## src/rtl/i2c_arb_pkg.sv

```systemverilog
package i2c_arb_pkg;
    localparam int PHASE_W = 2;

    typedef enum logic [PHASE_W-1:0] {
        PH_ADDR = 2'b00,
        PH_HS   = 2'b01,
        PH_DATA = 2'b10,
        PH_NONE = 2'b11
    } phase_e;

    typedef enum logic {
        BUS_IDLE = 1'b0,
        BUS_BUSY = 1'b1
    } bus_state_e;

    typedef enum logic [1:0] {
        ARB_WATCH     = 2'b00,
        ARB_LOST_BUSY = 2'b01,
        ARB_LOST_DONE = 2'b10
    } arb_state_e;
endpackage

```

## src/rtl/i2c_line_edges.sv

```systemverilog
module i2c_line_edges #(
    parameter logic IDLE_LEVEL = 1'b1
) (
    input  logic clk,
    input  logic rst_n,
    input  logic sda_in,
    input  logic scl_in,
    output logic start_det,
    output logic stop_det
);
    logic sda_q;
    logic scl_q;

    always_ff @(posedge clk or negedge rst_n) begin
        if (!rst_n) begin
            sda_q <= IDLE_LEVEL;
            scl_q <= IDLE_LEVEL;
        end else begin
            sda_q <= sda_in;
            scl_q <= scl_in;
        end
    end

    // SDA edge with SCL held high across both samples
    always_comb begin
        start_det = scl_q && scl_in && sda_q && !sda_in;
        stop_det  = scl_q && scl_in && !sda_q && sda_in;
    end
endmodule

```

## src/rtl/i2c_bus_tracker.sv

```systemverilog
module i2c_bus_tracker
    import i2c_arb_pkg::*;
(
    input  logic clk,
    input  logic rst_n,
    input  logic start_det,
    input  logic stop_det,
    output logic bus_busy
);
    bus_state_e state_q;
    bus_state_e state_d;

    always_comb begin
        state_d = state_q;
        unique case (state_q)
            BUS_IDLE: if (start_det) state_d = BUS_BUSY;
            BUS_BUSY: if (stop_det && !start_det) state_d = BUS_IDLE;
            default:  state_d = BUS_IDLE;
        endcase
    end

    always_ff @(posedge clk or negedge rst_n) begin
        if (!rst_n) state_q <= BUS_IDLE;
        else        state_q <= state_d;
    end

    always_comb begin
        bus_busy = (state_q == BUS_BUSY);
    end

    p_busy_on_start_r1: assert property (@(posedge clk) disable iff (!rst_n)
        start_det |=> bus_busy);
    p_idle_on_stop_r2: assert property (@(posedge clk) disable iff (!rst_n)
        (stop_det && !start_det) |=> !bus_busy);
endmodule

```

## src/rtl/i2c_arb_tracker.sv

```systemverilog
module i2c_arb_tracker
    import i2c_arb_pkg::*;
(
    input  logic               clk,
    input  logic               rst_n,
    input  logic               sda_in,
    input  logic               scl_in,
    input  logic               sda_intent,
    input  logic               drive_en,
    input  logic               ack_slot,
    input  logic [PHASE_W-1:0] phase,
    input  logic               lost_clr,
    input  logic               stop_det,
    output logic               arb_lost,
    output logic               sda_off,
    output logic               scl_off,
    output logic [PHASE_W-1:0] lost_phase
);
    arb_state_e         state_q;
    arb_state_e         state_d;
    logic [PHASE_W-1:0] lphase_q;
    logic [PHASE_W-1:0] lphase_d;
    logic               contest;
    logic               mismatch;

    always_comb begin
        contest  = drive_en && !ack_slot && (phase != PH_NONE);
        mismatch = contest && scl_in && sda_intent && !sda_in;
    end

    always_comb begin
        state_d  = state_q;
        lphase_d = lphase_q;
        unique case (state_q)
            ARB_WATCH: begin
                if (mismatch) begin
                    state_d  = ARB_LOST_BUSY;
                    lphase_d = phase;
                end
            end
            ARB_LOST_BUSY: begin
                if (stop_det) state_d = ARB_LOST_DONE;
            end
            ARB_LOST_DONE: begin
                if (lost_clr) begin
                    state_d  = ARB_WATCH;
                    lphase_d = '0;
                end
            end
            default: begin
                state_d  = ARB_WATCH;
                lphase_d = '0;
            end
        endcase
    end

    always_ff @(posedge clk or negedge rst_n) begin
        if (!rst_n) begin
            state_q  <= ARB_WATCH;
            lphase_q <= '0;
        end else begin
            state_q  <= state_d;
            lphase_q <= lphase_d;
        end
    end

    always_comb begin
        arb_lost   = (state_q != ARB_WATCH);
        sda_off    = (state_q == ARB_LOST_BUSY);
        scl_off    = (state_q == ARB_LOST_BUSY);
        lost_phase = lphase_q;
    end

    p_lose_on_mismatch_r3: assert property (@(posedge clk) disable iff (!rst_n)
        (!arb_lost && drive_en && sda_intent && scl_in && !sda_in && !ack_slot
         && phase != PH_NONE) |=> (arb_lost && sda_off && scl_off));
    p_no_loss_scl_low_r4: assert property (@(posedge clk) disable iff (!rst_n)
        (!arb_lost && !scl_in) |=> !arb_lost);
    p_ack_ignored_r5: assert property (@(posedge clk) disable iff (!rst_n)
        (!arb_lost && ack_slot) |=> !arb_lost);
    p_phase_kept_r6: assert property (@(posedge clk) disable iff (!rst_n)
        (arb_lost && !lost_clr) |=> $stable(lost_phase));
    p_release_held_r7: assert property (@(posedge clk) disable iff (!rst_n)
        (sda_off && !stop_det) |=> (sda_off && scl_off));
    p_sticky_r8: assert property (@(posedge clk) disable iff (!rst_n)
        (arb_lost && !lost_clr) |=> arb_lost);
endmodule

```

## src/rtl/i2c_arb_monitor.sv

```systemverilog
module i2c_arb_monitor
    import i2c_arb_pkg::*;
(
    input  logic               clk,
    input  logic               rst_n,
    input  logic               sda_in,
    input  logic               scl_in,
    input  logic               sda_intent,
    input  logic               drive_en,
    input  logic               ack_slot,
    input  logic [PHASE_W-1:0] phase,
    input  logic               lost_clr,
    output logic               bus_busy,
    output logic               arb_lost,
    output logic               sda_off,
    output logic               scl_off,
    output logic               start_ok,
    output logic [PHASE_W-1:0] lost_phase
);
    logic start_det;
    logic stop_det;

    i2c_line_edges #(.IDLE_LEVEL(1'b1)) u_edges (
        .clk       (clk),
        .rst_n     (rst_n),
        .sda_in    (sda_in),
        .scl_in    (scl_in),
        .start_det (start_det),
        .stop_det  (stop_det)
    );

    i2c_bus_tracker u_bus (
        .clk       (clk),
        .rst_n     (rst_n),
        .start_det (start_det),
        .stop_det  (stop_det),
        .bus_busy  (bus_busy)
    );

    i2c_arb_tracker u_arb (
        .clk        (clk),
        .rst_n      (rst_n),
        .sda_in     (sda_in),
        .scl_in     (scl_in),
        .sda_intent (sda_intent),
        .drive_en   (drive_en),
        .ack_slot   (ack_slot),
        .phase      (phase),
        .lost_clr   (lost_clr),
        .stop_det   (stop_det),
        .arb_lost   (arb_lost),
        .sda_off    (sda_off),
        .scl_off    (scl_off),
        .lost_phase (lost_phase)
    );

    always_comb begin
        start_ok = !bus_busy && !arb_lost;
    end

    p_no_start_after_start_r9: assert property (@(posedge clk) disable iff (!rst_n)
        start_det |=> !start_ok);
endmodule

```

## config.mk

```make
export PLATFORM = sky130hd
export DESIGN_NAME = i2c_arb_monitor
export DESIGN_NICKNAME = d
export VERILOG_FILES = /design/src/rtl/i2c_arb_pkg.sv /design/src/rtl/i2c_line_edges.sv /design/src/rtl/i2c_bus_tracker.sv /design/src/rtl/i2c_arb_tracker.sv /design/src/rtl/i2c_arb_monitor.sv
export SDC_FILE = /design/constraint.sdc
export NUM_CORES = 1
export LEC_CHECK = 0
export BUFFER_PORTS_ARGS = -buffer_cell sky130_fd_sc_hd__buf_2
export CAP_MARGIN = 20
export CORE_AREA = 4 4 41 43
export CTS_BUF_LIST = sky130_fd_sc_hd__clkbuf_2
export DETAILED_ROUTE_END_ITERATION = 7
export DIE_AREA = 0 0 45 47
export PLACE_DENSITY = 0.51
export SLEW_MARGIN = 20
export SYNTH_ARGS = -nofsm -noshare
export SYNTH_HDL_FRONTEND = slang
export SYNTH_HIERARCHICAL = 1
export SYNTH_SLANG_ARGS = --single-unit
```

## constraint.sdc

```tcl
create_clock -name clk -period 1.8 [get_ports clk]
set_input_delay 0.27 -clock clk [delete_from_list [all_inputs] [get_ports clk]]
set_output_delay 0.27 -clock clk [all_outputs]
set_load 0.05 [all_outputs]
```

==> run summary <==
The headroom to the max-slew limit is 83.1%. The critical path arrival is ~1700 ps. The slowest cell on the critical path is or4b_1. The number of buffers created by CTS is 3. The starting density of the core is around a quarter.

The post-route clock period utilization is between 80% and 90%. IR analysis of the VDD net gives a maximum drop of a little under 500 µV. In this run, the number of DRC markers left after iteration 0 of detailed routing was 4. The setup TNS came out at 0 ps. In this run, synthesis produced a sequential element count of 7.

The critical path endpoint category is a flip-flop. The CTS tree is done. The element type at the critical path start is a flip-flop. The initial antenna violation count is 0. The final-report hold violation count came out at 0.

The max-cap check violation count came out at 0. The standby leakage power is around 0.26 nW. Pin placement for this block handled 17 I/O pins. The final-stage net count is 62. The run finished with clean final reports.

Detailed routing inserted a total of between 200 and 300 vias. The first-pass GRT wire length is between 1 and 1.5 mm. The HPWL after detailed placement is 609 µm. The number of max-slew violations in the final report came to 0. The largest net degree at the start of global routing came out at 8. Power spread over the standard cell area amounts to 1300 nW/µm². The share of synthesized area occupied by flip-flops and latches came out at around 55%. Fill cells in the final layout number 152. The setup slack at placement is around 200 ps. The synthesis-to-layout area growth came out at 37.5%. The critical path contains buffers and inverters numbering 0 combined. The remaining global-route overflow came out at 0. The actual slew at the worst max-slew pin came out at roughly 250 ps. The largest stage delay on the critical path is roughly 540 ps.

At the worst endpoint, the required time is between 1500 and 2000 ps. The cell depth of the worst flop-to-flop path is 3. The cell area after synthesis came out at around 320 µm².

The post-route worst hold slack came out at approximately 170 ps. Wires add up to between 700 and 800 µm. The repair_antennas step left the layout with diodes totalling 0. The tree is rooted in a clkbuf_2. Subtracting the final worst setup slack from the clock period gives between 1500 and 2000 ps. The maximum fanout along the worst path is 5. The aggregate global-route resource usage is 8.99%. The number of nets in the synthesized netlist is 41. The iteration count of the initial detailed-routing pass is 3. The number of placed cells counting well taps is 61. The maximum level of the CTS H-tree is 1. The number of nets still failing antenna checks after routing came out at 0. Setup repair after global routing left no endpoint under its margin. The number of rows in the core area came out at 13. The share of layout cells above drive strength 1 is between 40% and 50%. Setup violations remaining at the end of the flow were counted as 0. The count of buffers added on input and output ports is 16. The critical path goes through or4b_1 -> a2111o_1 -> mux2i_1. The logic depth of the worst setup path including buffers came out at 3. The die boundary height came out at around 47 µm. The critical path in this run is classified as flip-flop to flip-flop. The overall die area came out at 2120 µm². The core region is 1300 µm². The number of distinct standard cells referenced by the synthesized netlist came out at 14. The clock latency at the later pin of the worst-skew pair is approximately 230 ps. The area taken by flip-flops and latches came out at 178 µm².

Once layout is complete, the utilization of the core stands at approximately 34%. The maximum count of clock buffers along a single path is 2. The total of cells resized after clock tree synthesis is 0. Post-CTS timing repair inserted 0 buffers for setup. The post-synthesis cell count is 31. In the routed design, unresolved DRC markers number 0. The finished layout holds 66 standard cells, fillers aside. The class of the tightest hold or removal check is input port to flip-flop.

The worst register-to-register path has a setup slack of approximately 190 ps. The area of the multi-input gates came out at around 130 µm². The worst-case setup margin in the final layout is 190 ps. The average cell area after synthesis came out at ~10 µm². The Yosys warning count came out at 6. The largest delay contributor family on the critical path is simple AND/OR/NAND/NOR gates.

The detail-routed via count per cell came out at between 4 and 5. The last weighted congestion value of the routability-driven placer is between 0.7 and 0.8. The floorplan step set the die width to between 40 and 50 µm.

The number of instances on the worst hold path is 1. Clock skew on the completed layout was measured at between 0.3 and 0.4 ps. CTS saw 7 sinks. The via count of the first global-routing pass was around 290.

After detailed routing, the average wire length per cell comes to about 12 µm. The maximum clock rate is 0.621 GHz. The clock-pin slew on the worst setup and hold paths came out at ~70 ps.
==> where the power goes <==
part / switching [mW] / internal, mW
Sequential: 0.0178 / 0.185
Combinational: 0.201 / 0.0604
Clock: 0.0570 / 0.0591
==> cells in the final DEF, fill, tap and decap left out, drive strengths merged <==
master       synthesis  layout
nand2b               1       1
dlygate4sd3          0       1
buf                  1      16
nand2                6       6
inv                  3       3
dfstp                2       2
a2111o               1       1
clkbuf               0       4
nor2                 2       2
mux2i                2       2
dfrtp                5       5
o21ai                3       3
a21o                 1       1
or2b                 1       1
and4b                2       2
or4b                 1       1
==> registers in the layout, summed over array words and instances (netlist names) <==
register,cells
u_edges/scl_q,1
u_arb/state_q,2
u_arb/lost_phase,2
u_bus/bus_busy,1
u_edges/sda_q,1
==> cells in the mapped netlist, drive strengths merged <==
cell type / n / area share (%)
nor2: 2 / 2.3
buf: 1 / 2.3
dfrtp: 5 / 39
a21o: 1 / 2.3
nand2: 6 / 6.9
or4b: 1 / 3.1
mux2i: 2 / 6.2
dfstp: 2 / 16
or2b: 1 / 2.3
inv: 3 / 3.5
a2111o: 1 / 3.5
nand2b: 1 / 1.9
o21ai: 3 / 4.6
and4b: 2 / 6.2
==> per-layer routing <==
layer	up-vias	global-route usage (%)	share of wire (%)
met1	132	10.4	47
li1	146	-	-
met2	11	12.1	42
met3	2	3.83	9.7
met4	0	8.77	0.52
met5	-	0	0
==> layout make-up <==
class                      count  share of cell area, %
clock buffer                   4                   4.49
multi-input combinational     20                   28.7
inverter                       3                   2.53
sequential                     7                   39.9
timing repair buffer          17                   20.2
tap                           15                   4.21
==> path summary, 6_finish.rpt <==
check	start	end
min in group asynchronous	rst_n	u_arb/lost_phase[0]$_DFFE_PN0P_
hold / removal	scl_in	u_edges/scl_q$_DFF_PN1_
hold reg to reg	u_bus/bus_busy$_DFF_PN0_	u_bus/bus_busy$_DFF_PN0_
setup / recovery	u_arb/state_q[0]$_DFFE_PN0P_	u_arb/lost_phase[0]$_DFFE_PN0P_
max in group asynchronous	rst_n	u_edges/scl_q$_DFF_PN1_
setup reg to reg	u_arb/state_q[0]$_DFFE_PN0P_	u_arb/lost_phase[0]$_DFFE_PN0P_
==> through the flow <==
stage | power, mW | cell area [µm²]
after floorplan | 0.407 | 324
after CTS | 0.590 | 445
after detailed placement | 0.467 | 415
after global routing | 0.616 | 445
after global placement | 0.467 | 415
final | 0.580 | 445
==> logic make-up after synthesis <==
kind of cell	Yosys count	synth area share, %
buf+inv	4	5.79
simple gates	13	22.8
mux	2	6.18
flops	7	54.8
compound gates	5	10.4
==> repair_timing <==
item / 4_1_cts / 5_1_grt
setup endpoints to repair: 0 / 0
hold buffers: 1 / 0
endpoints found under the hold margin: 5 / 0
Power figures use the tool's default switching activity.
